===== src/rtl/xferack_pkg.sv =====
package xferack_pkg;
  localparam int DELAY_W = 3;

  // control -> datapath strobes
  typedef struct packed {
    logic chainRun;   // advance delay chain, otherwise clear it
    logic wdRun;      // advance watchdog, otherwise clear it
  } xfer_ctrl_t;

  // datapath -> control status
  typedef struct packed {
    logic strobeOn;   // qualified, synchronized bus strobe
    logic tapHit;     // selected delay has elapsed
    logic stepEdge;   // rising edge on synchronized step request
    logic timeout;    // watchdog reached its limit
  } xfer_stat_t;
endpackage


===== src/rtl/xferack_dp.sv =====
module xferack_dp
  import xferack_pkg::*;
#(
  parameter int NUM_CS = 4,
  parameter logic [NUM_CS*DELAY_W-1:0] CS_DELAYS = 12'h9D0,
  parameter int WD_LIMIT = 32,
  parameter int SYNC_STAGES = 2
) (
  input  logic              clk,
  input  logic              rstN,
  input  logic              asN,
  input  logic              udsN,
  input  logic              ldsN,
  input  logic [NUM_CS-1:0] csN,
  input  logic              stepReq,
  input  xfer_ctrl_t        ctrl,
  output xfer_stat_t        stat
);
  localparam int CHAIN_LEN = (1 << DELAY_W) - 1;
  localparam int VEC_W     = NUM_CS + 4;
  localparam int CNT_W     = $clog2(WD_LIMIT + 1);
  localparam logic [VEC_W-1:0] RST_VEC = {{NUM_CS{1'b1}}, 1'b0, 3'b111};
  localparam logic [CNT_W-1:0] CNT_MAX = CNT_W'(WD_LIMIT);

  logic [SYNC_STAGES-1:0][VEC_W-1:0] syncPipe;
  logic [VEC_W-1:0]   rawVec, syncOut;
  logic [NUM_CS-1:0]  csOn;
  logic               asOn, dsOn, stepS, stepPrev, csAny;
  logic [DELAY_W-1:0] selDelay;
  logic [CHAIN_LEN-1:0] chain;
  logic [CNT_W-1:0]   wdCnt;

  assign rawVec = {csN, stepReq, ldsN, udsN, asN};

  // two-flop (parameterized) synchronizer for every asynchronous input
  always_ff @(posedge clk or negedge rstN) begin
    if (!rstN) begin
      for (int i = 0; i < SYNC_STAGES; i++) syncPipe[i] <= RST_VEC;
    end else begin
      syncPipe[0] <= rawVec;
      for (int i = 1; i < SYNC_STAGES; i++) syncPipe[i] <= syncPipe[i-1];
    end
  end

  assign syncOut = syncPipe[SYNC_STAGES-1];
  assign asOn    = ~syncOut[0];
  assign dsOn    = ~syncOut[1] | ~syncOut[2];
  assign stepS   = syncOut[3];
  assign csOn    = ~syncOut[VEC_W-1:4];

  // lowest-numbered active chip select picks the delay
  always_comb begin
    csAny    = 1'b0;
    selDelay = '0;
    for (int i = NUM_CS - 1; i >= 0; i--) begin
      if (csOn[i]) begin
        csAny    = 1'b1;
        selDelay = CS_DELAYS[i*DELAY_W +: DELAY_W];
      end
    end
  end

  // delay chain: fills with ones while the strobe runs, clears otherwise
  always_ff @(posedge clk or negedge rstN) begin
    if (!rstN)              chain <= '0;
    else if (ctrl.chainRun) chain <= {chain[CHAIN_LEN-2:0], 1'b1};
    else                    chain <= '0;
  end

  always_ff @(posedge clk or negedge rstN) begin
    if (!rstN) stepPrev <= 1'b0;
    else       stepPrev <= stepS;
  end

  // saturating watchdog
  always_ff @(posedge clk or negedge rstN) begin
    if (!rstN) wdCnt <= '0;
    else if (ctrl.wdRun) begin
      if (wdCnt != CNT_MAX) wdCnt <= wdCnt + CNT_W'(1);
    end else wdCnt <= '0;
  end

  assign stat.strobeOn = asOn & dsOn & csAny;
  assign stat.tapHit   = (selDelay == '0) ? stat.strobeOn : chain[selDelay - 1'b1];
  assign stat.stepEdge = stepS & ~stepPrev;
  assign stat.timeout  = (wdCnt == CNT_MAX);
endmodule


===== src/rtl/xferack_ctrl.sv =====
module xferack_ctrl
  import xferack_pkg::*;
(
  input  logic       clk,
  input  logic       rstN,
  input  logic       stepMode,
  input  xfer_stat_t stat,
  output xfer_ctrl_t ctrl,
  output logic       ackN,
  output logic       berrN,
  output logic       armed
);
  logic permit, ackSet;

  assign permit = ~stepMode | armed;
  // set on the tap once permitted; hold while the strobe lasts
  assign ackSet = stat.strobeOn & (~ackN | (stat.tapHit & permit));

  always_ff @(posedge clk or negedge rstN) begin
    if (!rstN) begin
      ackN  <= 1'b1;
      armed <= 1'b0;
    end else begin
      ackN  <= ~ackSet;
      armed <= stat.stepEdge | (armed & ~(ackSet & ackN));
    end
  end

  assign ctrl.chainRun = stat.strobeOn;
  assign ctrl.wdRun    = stat.strobeOn & ~ackSet;
  assign berrN         = ~stat.timeout;
endmodule


===== src/rtl/xferack_gen.sv =====
module xferack_gen
  import xferack_pkg::*;
#(
  parameter int NUM_CS = 4,
  parameter logic [NUM_CS*DELAY_W-1:0] CS_DELAYS = 12'h9D0,
  parameter int WD_LIMIT = 32
) (
  input  logic              clk,
  input  logic              rstN,
  input  logic              asN,
  input  logic              udsN,
  input  logic              ldsN,
  input  logic [NUM_CS-1:0] csN,
  input  logic              stepMode,
  input  logic              stepReq,
  output logic              ackN,
  output logic              berrN
);
  xfer_ctrl_t ctrl;
  xfer_stat_t stat;
  logic       armed;

  xferack_dp #(
    .NUM_CS(NUM_CS), .CS_DELAYS(CS_DELAYS), .WD_LIMIT(WD_LIMIT), .SYNC_STAGES(2)
  ) u_dp (
    .clk(clk), .rstN(rstN), .asN(asN), .udsN(udsN), .ldsN(ldsN),
    .csN(csN), .stepReq(stepReq), .ctrl(ctrl), .stat(stat)
  );

  xferack_ctrl u_ctrl (
    .clk(clk), .rstN(rstN), .stepMode(stepMode), .stat(stat),
    .ctrl(ctrl), .ackN(ackN), .berrN(berrN), .armed(armed)
  );
endmodule


===== config.mk =====
export PLATFORM = sky130hd
export DESIGN_NAME = xferack_gen
export DESIGN_NICKNAME = d
export VERILOG_FILES = /design/src/rtl/xferack_pkg.sv /design/src/rtl/xferack_dp.sv /design/src/rtl/xferack_ctrl.sv /design/src/rtl/xferack_gen.sv
export SDC_FILE = /design/constraint.sdc
export NUM_CORES = 1
export LEC_CHECK = 0
export BUFFER_PORTS_ARGS = -buffer_cell sky130_fd_sc_hd__buf_2
export CORE_ASPECT_RATIO = 0.8
export CORE_MARGIN = 1
export CORE_UTILIZATION = 24
export CTS_CLUSTER_DIAMETER = 120
export DETAILED_ROUTE_END_ITERATION = 6
export GPL_TIMING_DRIVEN = 1
export SETUP_SLACK_MARGIN = 0.1
export SYNTH_ARGS = -nofsm -noshare
export SYNTH_HDL_FRONTEND = slang
export SYNTH_SLANG_ARGS = --single-unit

===== constraint.sdc =====
create_clock -name clk -period 1.95 [get_ports clk]
set_clock_uncertainty 0.2 [all_clocks]
set_input_delay 0.0975 -clock clk [delete_from_list [all_inputs] [get_ports clk]]
set_output_delay 0.0975 -clock clk [all_outputs]
set_load 0.03 [all_outputs]

==> run summary, run 1 <==
The run finished with clean final reports. The measured slew at the worst slew-check pin is roughly 0.65 ns. The number of cells after detailed placement is ~160. The post-synthesis area per instance came out at about 14 um2. The aggregate global-route resource usage is 0.0865. Setup repair after global routing left no endpoint under its margin. The worst endpoint data arrival time came out at about 1.4 ns. The slowest stage of the critical path is the sky130_fd_sc_hd__dfrtp_1 cell.

The final-layout setup total negative slack came out at 0 ns. TritonCTS built the clock tree. The worst slew slack as a fraction of its limit came out at 0.565.

The effective utilization at floorplan came out at 0.251. The startpoint identified for the worst register-to-register timing path is u_dp.wdCnt[0]. The smallest clock period supported by the final layout is computed as 1.71 ns. The placed cell area is 1300 um2. Pin placement for this block handled 13 I/O pins. The analysis attributes to cell leakage a power of approximately 0.68 nW. For met2 alone, demand over resource in global routing was 0.119. Input and output buffers added on the ports amount to 12. The top cell type's share of synthesized area is 0.367. The net count of the mapped netlist is 96.

After synthesis, the cell types taking the most area are sky130_fd_sc_hd__dfrtp_1 (37%), sky130_fd_sc_hd__dfstp_2 (34%), sky130_fd_sc_hd__and3_1 (3.2%), sky130_fd_sc_hd__inv_1 (2.6%), sky130_fd_sc_hd__xnor2_1 (2.3%). The net count of the finished layout is 126. The met1 capacity usage during global routing is 0.100. The cell area that synthesis handed to floorplanning was ~1200 um2. The detailed router placed approximately 700 vias in this run. Leaving out fill and tap cells, the most frequent cell in the layout is sky130_fd_sc_hd__dfrtp_1. The number of global-route vias before repair is around 720. The row count is 22. Walking the worst path, the cells encountered are inv_1, ha_1, nand2_1, nor4_4, inv_1, buf_2. The critical-path maximum fanout came out at 3.

The H-tree was split into 2 levels. The horizontal die dimension is between 70 and 80 um. In the finished design, the share of the clock period the worst path needs comes to 0.877. The max-slew violation count came out at 0. The insertion delay to the later sink of the worst-skew pair is about 0.28 ns. The clock passes through at most 2 buffers. The die covers slightly above 5000 um2. The distinct cell type count after synthesis is 26. The floorplan step set the die height to 64.1 um. The worst setup slack for register-to-register paths is around 0.27 ns. Setup violations remaining at the end of the flow were counted as 0. The worst setup path is captured at an output pin. The worst-case hold slack is between 0.1 and 0.15 ns.

The weighted congestion at the end of routability-driven global placement came out at between 0.8 and 0.9. The hold path startpoint is stepMode. The peak supply drop is ~440 uV. The leftover overflow at the end of global routing came out at 0. The worst setup path is launched from a flip-flop. The cell that appears most often on the critical path is sky130_fd_sc_hd__inv_1. The final routed DRC violation total is 0. The final layout contains routed wiring with a total length of between 1500 and 2000 um.

The final instance count without filler cells is 174. The area of the placeable core is 4620 um2. The number of clock buffers inserted by TritonCTS is 5. 0 antenna diodes ended up in the layout. The max capacitance violation total came out at 0. The layout overhead on the synthesized area is 30.0%.

For this design the ratio of total power to cell area is roughly 940 nW/um2. The number of register bits inferred by synthesis came out at 32. The count of mapped cells out of synthesis is 83. The peak clock frequency supported by timing is about 580 MHz. The path class of the tightest hold or removal check is input port to flip-flop. The sum of net half-perimeters after detailed placement came out at between 1000 and 1500 um. The number of antenna violations at the first check in global routing is 0.

The library cells used most frequently in the layout, excluding fill and tap cells, are sky130_fd_sc_hd__dfrtp_1 (17), sky130_fd_sc_hd__dfstp_2 (15), sky130_fd_sc_hd__buf_2 (12), sky130_fd_sc_hd__dlygate4sd3_1 (9), sky130_fd_sc_hd__inv_1 (8). For this run, global-route usage on met3 was measured as 0.0314. The final cell area excluding filler cells is between 1500 and 2000 um2. The number of DRC markers after the initial detailed-route iteration is 34. met2 is the most crowded layer.

The detailed-route vias per instance is approximately 4.0. By startpoint and endpoint, the worst setup path is classified as flip-flop to output pin. The path with the worst hold slack has its endpoint at u_ctrl.armed.

The worst hold path passes through 5 cells. The number of endpoints with negative hold slack in the final report was 0. The first global-routing pass estimated between 3000 and 4000 um of wire. The pin count of the biggest net entering global routing is 33.

The required time reported for the critical path endpoint came out at 1.65 ns. The pre-antenna-repair detailed-routing pass consisted of 4 iterations. The number of clock sinks seen by CTS is 32. During synthesis, Yosys emitted a total of 0 warnings. Of the cells placed in the final design, the portion with a size suffix greater than 1 is 0.360. The post-detailed-route wirelength per cell came out at around 10 um. The remaining number of nets flagged by the antenna check after routing came out at 0. The sequential share of the synthesized area came out at 0.707. The largest total area in the synthesized netlist belongs to sky130_fd_sc_hd__dfrtp_1. The clock transition at the register clock pins on the worst setup and hold paths after CTS is 0.06 ns. The worst register-to-register path ends at u_dp.wdCnt[1].

The worst stage delay on the critical path came out at 0.40 ns. The root buffer cell chosen for the clock tree is sky130_fd_sc_hd__clkbuf_8. The depth of the worst register-to-register path came out at 7.
worst max-delay path, delay by kind of cell (launching register included):
family	cells	cell delay, ns
buffers and inverters	3	0.33
adders and majority gates	1	0.15
and+or+nand+nor	2	0.25
DFF	1	0.40
metal layers:
layer / vias up / routed length, um
li1: 336 / -
met1: 339 / 863
met2: 17 / 777
met3: 7 / 65
met4: 0 / 89
met5: - / 0
synth_stat cells:
cell,count
sky130_fd_sc_hd__nand4_1,1
sky130_fd_sc_hd__o32ai_2,1
sky130_fd_sc_hd__nor4_1,2
sky130_fd_sc_hd__and2_1,1
sky130_fd_sc_hd__inv_1,8
sky130_fd_sc_hd__o31ai_1,1
sky130_fd_sc_hd__mux2i_1,1
sky130_fd_sc_hd__nand3_2,1
sky130_fd_sc_hd__nand3_1,2
sky130_fd_sc_hd__nor2_1,6
sky130_fd_sc_hd__or2_2,1
sky130_fd_sc_hd__and3_1,6
sky130_fd_sc_hd__dfstp_2,15
sky130_fd_sc_hd__xnor2_1,3
sky130_fd_sc_hd__a311oi_2,1
sky130_fd_sc_hd__xor2_1,2
sky130_fd_sc_hd__dfrtp_1,17
sky130_fd_sc_hd__nor4_4,1
sky130_fd_sc_hd__o21ai_0,2
sky130_fd_sc_hd__a21oi_1,2
sky130_fd_sc_hd__o21bai_1,1
sky130_fd_sc_hd__nor3_1,1
sky130_fd_sc_hd__or3b_1,1
sky130_fd_sc_hd__ha_1,2
sky130_fd_sc_hd__nor2b_1,1
sky130_fd_sc_hd__nand2_1,3
worst max path at each step:
stage,from,to,slack [ns]
global placement,u_dp.syncOut[4],u_dp.wdCnt[3],0.35
detailed placement,u_dp.wdCnt[0],u_dp.wdCnt[1],0.27
finish,u_dp.wdCnt[0],berrN,0.24
CTS,u_dp.wdCnt[0],berrN,0.11
global route,u_dp.wdCnt[0],berrN,0.13
floorplan,u_dp.syncOut[4],u_dp.wdCnt[2],0.45
kinds of logic after synthesis:
logic type | after synthesis | share of synthesized area
AOI/OAI and AO/OA | 8 | 0.0572
xor gates and xnor gates | 5 | 0.0378
adders and majority gates | 2 | 0.0216
buffers and inverters | 8 | 0.0259
DFF | 32 | 0.707
muxes | 1 | 0.00864
and+or+nand+nor | 27 | 0.141
power by group:
group          total [mW]  switching [mW]  internal (mW)
sequential          0.722          0.0159          0.706
clock               0.612           0.233          0.379
combinational      0.0843          0.0443         0.0400
through the flow:
stage          total power [mW]  setup WS, ns   util
2_1_floorplan             0.767         0.452      -
3_3_place_gp              0.802         0.348  0.281
3_5_place_dp              0.805         0.270  0.281
4_1_cts                    1.44         0.107  0.326
5_1_grt                    1.48         0.127  0.326
6_report                   1.42         0.240  0.326
state kept, by name, summed over array words and instances, names as in the netlist:
name           cells
u_dp.syncOut       8
u_dp.syncPipe      8
u_dp.chain         7
u_dp.wdCnt         6
u_ctrl.ackN        1
u_ctrl.armed       1
u_dp.stepPrev      1
cell type report:
type / instances / area (um2)
clock buffers: 6 / 72.6
clock inverters: 2 / 35.0
fillers: 471 / 3120
inverters: 8 / 30.0
multi-input cells: 43 / 309
flip-flops and latches: 32 / 820
well taps: 60 / 75.1
repair buffers: 23 / 165
timing repair:
action / in CTS / in global routing
pin swaps: 1 / 1
endpoints found under the hold margin: 25 / 0
setup endpoints to repair: 1 / 2
hold buffers: 9 / 0
buffers inserted: 1 / 0
resized for setup: 0 / 0
(Power assumes the default switching activity.)
==> run 2: changes to the inputs <==
--- a/config.mk
+++ b/config.mk
@@ -5,13 +5,15 @@
 export SDC_FILE = /design/constraint.sdc
 export NUM_CORES = 1
 export LEC_CHECK = 0
+export ABC_AREA = 1
 export BUFFER_PORTS_ARGS = -buffer_cell sky130_fd_sc_hd__buf_2
 export CORE_ASPECT_RATIO = 0.8
 export CORE_MARGIN = 1
-export CORE_UTILIZATION = 24
+export CORE_UTILIZATION = 46
 export CTS_CLUSTER_DIAMETER = 120
 export DETAILED_ROUTE_END_ITERATION = 6
 export GPL_TIMING_DRIVEN = 1
+export PLACE_DENSITY = 0.65
 export SETUP_SLACK_MARGIN = 0.1
 export SYNTH_ARGS = -nofsm -noshare
 export SYNTH_HDL_FRONTEND = slang
==> run 2 against run 1 <==
Net effect: synthesized area increased by 0.32%; routed wire length shrank 8.1%; count of clock-buffer cells in the layout grew 2; die area is 47% lower; combinational power is 11% higher; final cell count fell by 8.0%; critical path type unchanged; critical endpoint unchanged; largest cell class unchanged; highest routed layer unchanged.
==> run summary, run 2 <==
The aggregate global-route resource usage came out at 0.152 (was 0.0865). The number of nets in the layout came out at 138 (was 126). The peak supply drop came to 424 uV (was 437 uV). The number of vias in the routed layout is 667 (was 699). The final critical path time including I/O delays and setup is 1.73 ns (was 1.71 ns). The insertion delay to the later sink of the worst-skew pair was 0.33 ns (was 0.28 ns). The number of enable-type register cells in the synthesized netlist came out at 0 (unchanged).

The number of inserted diodes came out at 0 (unchanged). The overall die area came to 2730 um2 (was 5110 um2). The post-detailed-route wirelength per cell is 10.3 um (about the same).

The number of antenna violations at the first check in global routing is 0 (unchanged). The number of failing setup endpoints in the final timing report was 0 (unchanged). The final-layout setup total negative slack came out at 0 ns (unchanged). The top-level I/O count came out at 13 (unchanged). The effective utilization at floorplan is 0.512 (was 0.251).

The depth of the worst register-to-register path is 6 (was 7). The worst endpoint data arrival time was 1.43 ns (was 1.41 ns). The final cycle utilization of the critical path is 0.887 (was 0.877). The start of the worst register-to-register path is u_dp.syncOut[6] (was u_dp.wdCnt[0]). The cell internal power dissipation came out at 0.924 mW (was 1.12 mW). The xor and xnor area share after synthesis is 0.0377 (was 0.0378). The distinct cell type count after synthesis came out at 19 (was 26). The number of register bits inferred by synthesis is 32 (unchanged). The overall routed net length came out at 1650 um (was 1800 um). The CTS tree was yes (unchanged).

The worst-case clock buffer depth came out at 2 (unchanged). Run status: completed (unchanged). Setup repair after global routing missed its margin: no (unchanged). The net count of the mapped netlist is 110 (was 96). The type of element capturing the critical path is an output pin (unchanged). The primary flip-flop cell chosen by synthesis mapping is sky130_fd_sc_hd__dfrtp_1 (unchanged). The final instance count without filler cells is 160 (was 174). The fraction of registers with async set/reset came out at 1.00 (unchanged). The number of post-CTS setup repair buffers is 0 (was 1). The share of power burned in registers came to 0.605 (was 0.509).

The final design utilization came out at 0.623 (was 0.326). The number of endpoints with negative hold slack in the final report is 0 (unchanged). The leakage power figure was 0.655 nW (was 0.677 nW).

The number of cells after detailed placement is 143 (was 156). The critical path launch point type is a flip-flop (unchanged). The peak clock frequency supported by timing came out at 578 MHz (was 585 MHz).

The total power came out at 1.19 mW (was 1.42 mW). The critical-path maximum fanout is 5 (was 3). The worst slew slack as a fraction of its limit is 0.564 (was 0.565). The number of cells on the worst hold path is 7 (was 5). The compound-gate portion of the synthesized area was 0.0301 (was 0.0572). The post-synthesis area per instance was 12.0 um2 (was 14.0 um2). The number of I/O port buffers is 12 (unchanged).

The cell chosen for the clock root is sky130_fd_sc_hd__clkbuf_4 (was sky130_fd_sc_hd__clkbuf_8). The proportion of synthesized area in mux cells was 0 (was 0.00864). Ranking of synthesized cells by instance count: sky130_fd_sc_hd__dfrtp_1 (17), sky130_fd_sc_hd__inv_1 (17), sky130_fd_sc_hd__dfstp_2 (15) (was sky130_fd_sc_hd__dfrtp_1 (17), sky130_fd_sc_hd__dfstp_2 (15), sky130_fd_sc_hd__inv_1 (8)). The weighted congestion at the end of routability-driven global placement is 0.718 (was 0.826). The number of clock buffers inserted by TritonCTS is 5 (unchanged). The final routed DRC violation total came out at 0 (unchanged). The required time reported for the critical path endpoint is 1.65 ns (about the same).

The number of global-route vias before repair was 617 (was 718). The count of mapped cells out of synthesis is 97 (was 83). The endpoint of the lowest-slack register-to-register path is u_dp.wdCnt[2] (was u_dp.wdCnt[1]). The hold path startpoint is stepMode (unchanged). The area share of fa/ha/maj cells after synthesis is 0.0215 (was 0.0216). The remaining number of nets flagged by the antenna check after routing came out at 0 (unchanged).

The pin count of the biggest net entering global routing came out at 33 (unchanged). The max capacitance violation total came to 0 (unchanged). The measured slew at the worst slew-check pin is 0.653 ns (was 0.652 ns). Ranking of synthesized cells by area: sky130_fd_sc_hd__dfrtp_1 (37%), sky130_fd_sc_hd__dfstp_2 (34%), sky130_fd_sc_hd__inv_1 (5.5%), sky130_fd_sc_hd__nor2_1 (4.5%), sky130_fd_sc_hd__nand2_1 (3.9%) (was sky130_fd_sc_hd__dfrtp_1 (37%), sky130_fd_sc_hd__dfstp_2 (34%), sky130_fd_sc_hd__and3_1 (3.2%), sky130_fd_sc_hd__inv_1 (2.6%), sky130_fd_sc_hd__xnor2_1 (2.3%)).

The combinational group share of total power came out at 0.078 (was 0.059). The layout overhead on the synthesized area is 21.6% (was 30.0%). The switching power came out at 0.269 mW (was 0.293 mW).

The count of warnings emitted by yosys is 0 (unchanged). The sequential share of the synthesized area came out at 0.705 (was 0.707). The path type of the worst min-delay path was input port to flip-flop (unchanged). The detailed-route vias per instance is 4.17 (was 4.02). The switching part of the total is 0.226 (was 0.207).

The clock transition at the register clock pins on the worst setup and hold paths after CTS came to 0.08 ns (was 0.06 ns). The most area-hungry cell type in the Yosys netlist is sky130_fd_sc_hd__dfrtp_1 (unchanged). The row count came out at 15 (was 22). The combinational family with the most area after synthesis is simple AND/OR/NAND/NOR gates (unchanged). The power share of the clock group is 0.317 (was 0.431). The sum of net half-perimeters after detailed placement is 1060 um (was 1190 um). The area of the placeable core came to 2270 um2 (was 4620 um2). The worst hold endpoint was u_ctrl.armed (unchanged). The combined area of all synthesized cells came to 1160 um2 (about the same). The first-pass iteration count of the detailed router was 4 (unchanged). The leftover overflow at the end of global routing came out at 0 (unchanged). The fraction of layout instances using a drive strength above 1 came out at 0.310 (was 0.360). The type of the worst setup path was flip-flop to output pin (unchanged). The worst setup slack for register-to-register paths is 0.40 ns (was 0.27 ns). The wire length of the first global-routing pass came to 2700 um (was 3130 um).

Commonest cells after routing, fill and taps aside: sky130_fd_sc_hd__inv_1 (17), sky130_fd_sc_hd__dfrtp_1 (17), sky130_fd_sc_hd__dfstp_2 (15), sky130_fd_sc_hd__nor2_1 (14) (was sky130_fd_sc_hd__dfrtp_1 (17), sky130_fd_sc_hd__dfstp_2 (15), sky130_fd_sc_hd__buf_2 (12), sky130_fd_sc_hd__dlygate4sd3_1 (9), sky130_fd_sc_hd__inv_1 (8)). The horizontal die dimension is 58.2 um (was 79.7 um). The number of DRC markers after the initial detailed-route iteration came out at 6 (was 34). The worst-case hold slack came to 0.0507 ns (was 0.118 ns). The number of gates given a new drive strength after cts is 0 (unchanged). The H-tree depth reported by CTS came out at 2 (unchanged).

The max-slew violation count is 0 (unchanged). The top cell type's share of synthesized area is 0.366 (was 0.367). The total power per unit cell area is 844 nW/um2 (was 941 nW/um2). The post-synthesis share of cell area spent on and, or, nand and nor gates came out at 0.151 (was 0.141). The number of clock sinks seen by CTS is 32 (unchanged).

The vertical die dimension came out at 47.0 um (was 64.1 um).
==> run 2: cells by family after synthesis <==
group,count (synthesis)
and+or+nand+nor,37
xor gates and xnor gates,5
DFF,32
buffers and inverters,17
AOI/OAI and AO/OA,4
adders and majority gates,2
==> run 2: critical path, stage by stage (launching register included) <==
cell and delay, ns:
sky130_fd_sc_hd__dfrtp_1 0.43, sky130_fd_sc_hd__inv_1 0.06, sky130_fd_sc_hd__ha_1 0.20, sky130_fd_sc_hd__nand3_1 0.18, sky130_fd_sc_hd__buf_2 0.24
==> run 2: routing by layer <==
layer  vias up  track usage  part of all wire
met1       305        0.185              0.50
met2        13        0.214              0.43
met3         5       0.0909             0.058
met5         -            0                 0
li1        344            -                 -
met4         0       0.0857             0.016
==> run 2: how the worst max path moves through the flow <==
stage	slack, ns	from	end	cells after the start
after global placement	0.42	u_dp.syncOut[6]	u_dp.wdCnt[2]	6
after global routing	0.13	u_dp.wdCnt[0]	berrN	4
after CTS	0.21	u_dp.wdCnt[0]	berrN	4
final	0.22	u_dp.wdCnt[0]	berrN	4
after detailed placement	0.40	u_dp.syncOut[6]	u_dp.wdCnt[2]	6
after floorplan	0.37	u_dp.wdCnt[0]	u_dp.wdCnt[1]	6
==> run 2: cell type report <==
class	instances	area (um2)
sequential	32	820
timing repair buffer	21	150
tap	34	42.5
inverter	17	63.8
clock buffer	8	58.8
fill	192	857
multi-input combinational	48	279
==> run 2: per-stage QoR <==
stage | setup slack, ns | instance area (um2)
final | 0.220 | 1410
after global routing | 0.126 | 1410
after CTS | 0.214 | 1410
after detailed placement | 0.400 | 1260
after global placement | 0.421 | 1260
after floorplan | 0.370 | 1160
==> run 2: timing repair <==
| action | CTS | global route |
|---|---|---|
| hold buffers | 9 | 0 |
| endpoints found under the hold margin | 40 | 0 |
| endpoints found under the setup margin | 0 | 0 |
==> run 2: power by group through the flow <==
stage                     Sequential, mW  Combinational [mW]  Clock [mW]
final                              0.722              0.0933       0.378
after global routing               0.726               0.106       0.422
after CTS                          0.722              0.0956       0.396
after detailed placement           0.734              0.0816           0
after global placement             0.733              0.0787           0
after floorplan                    0.734              0.0458           0
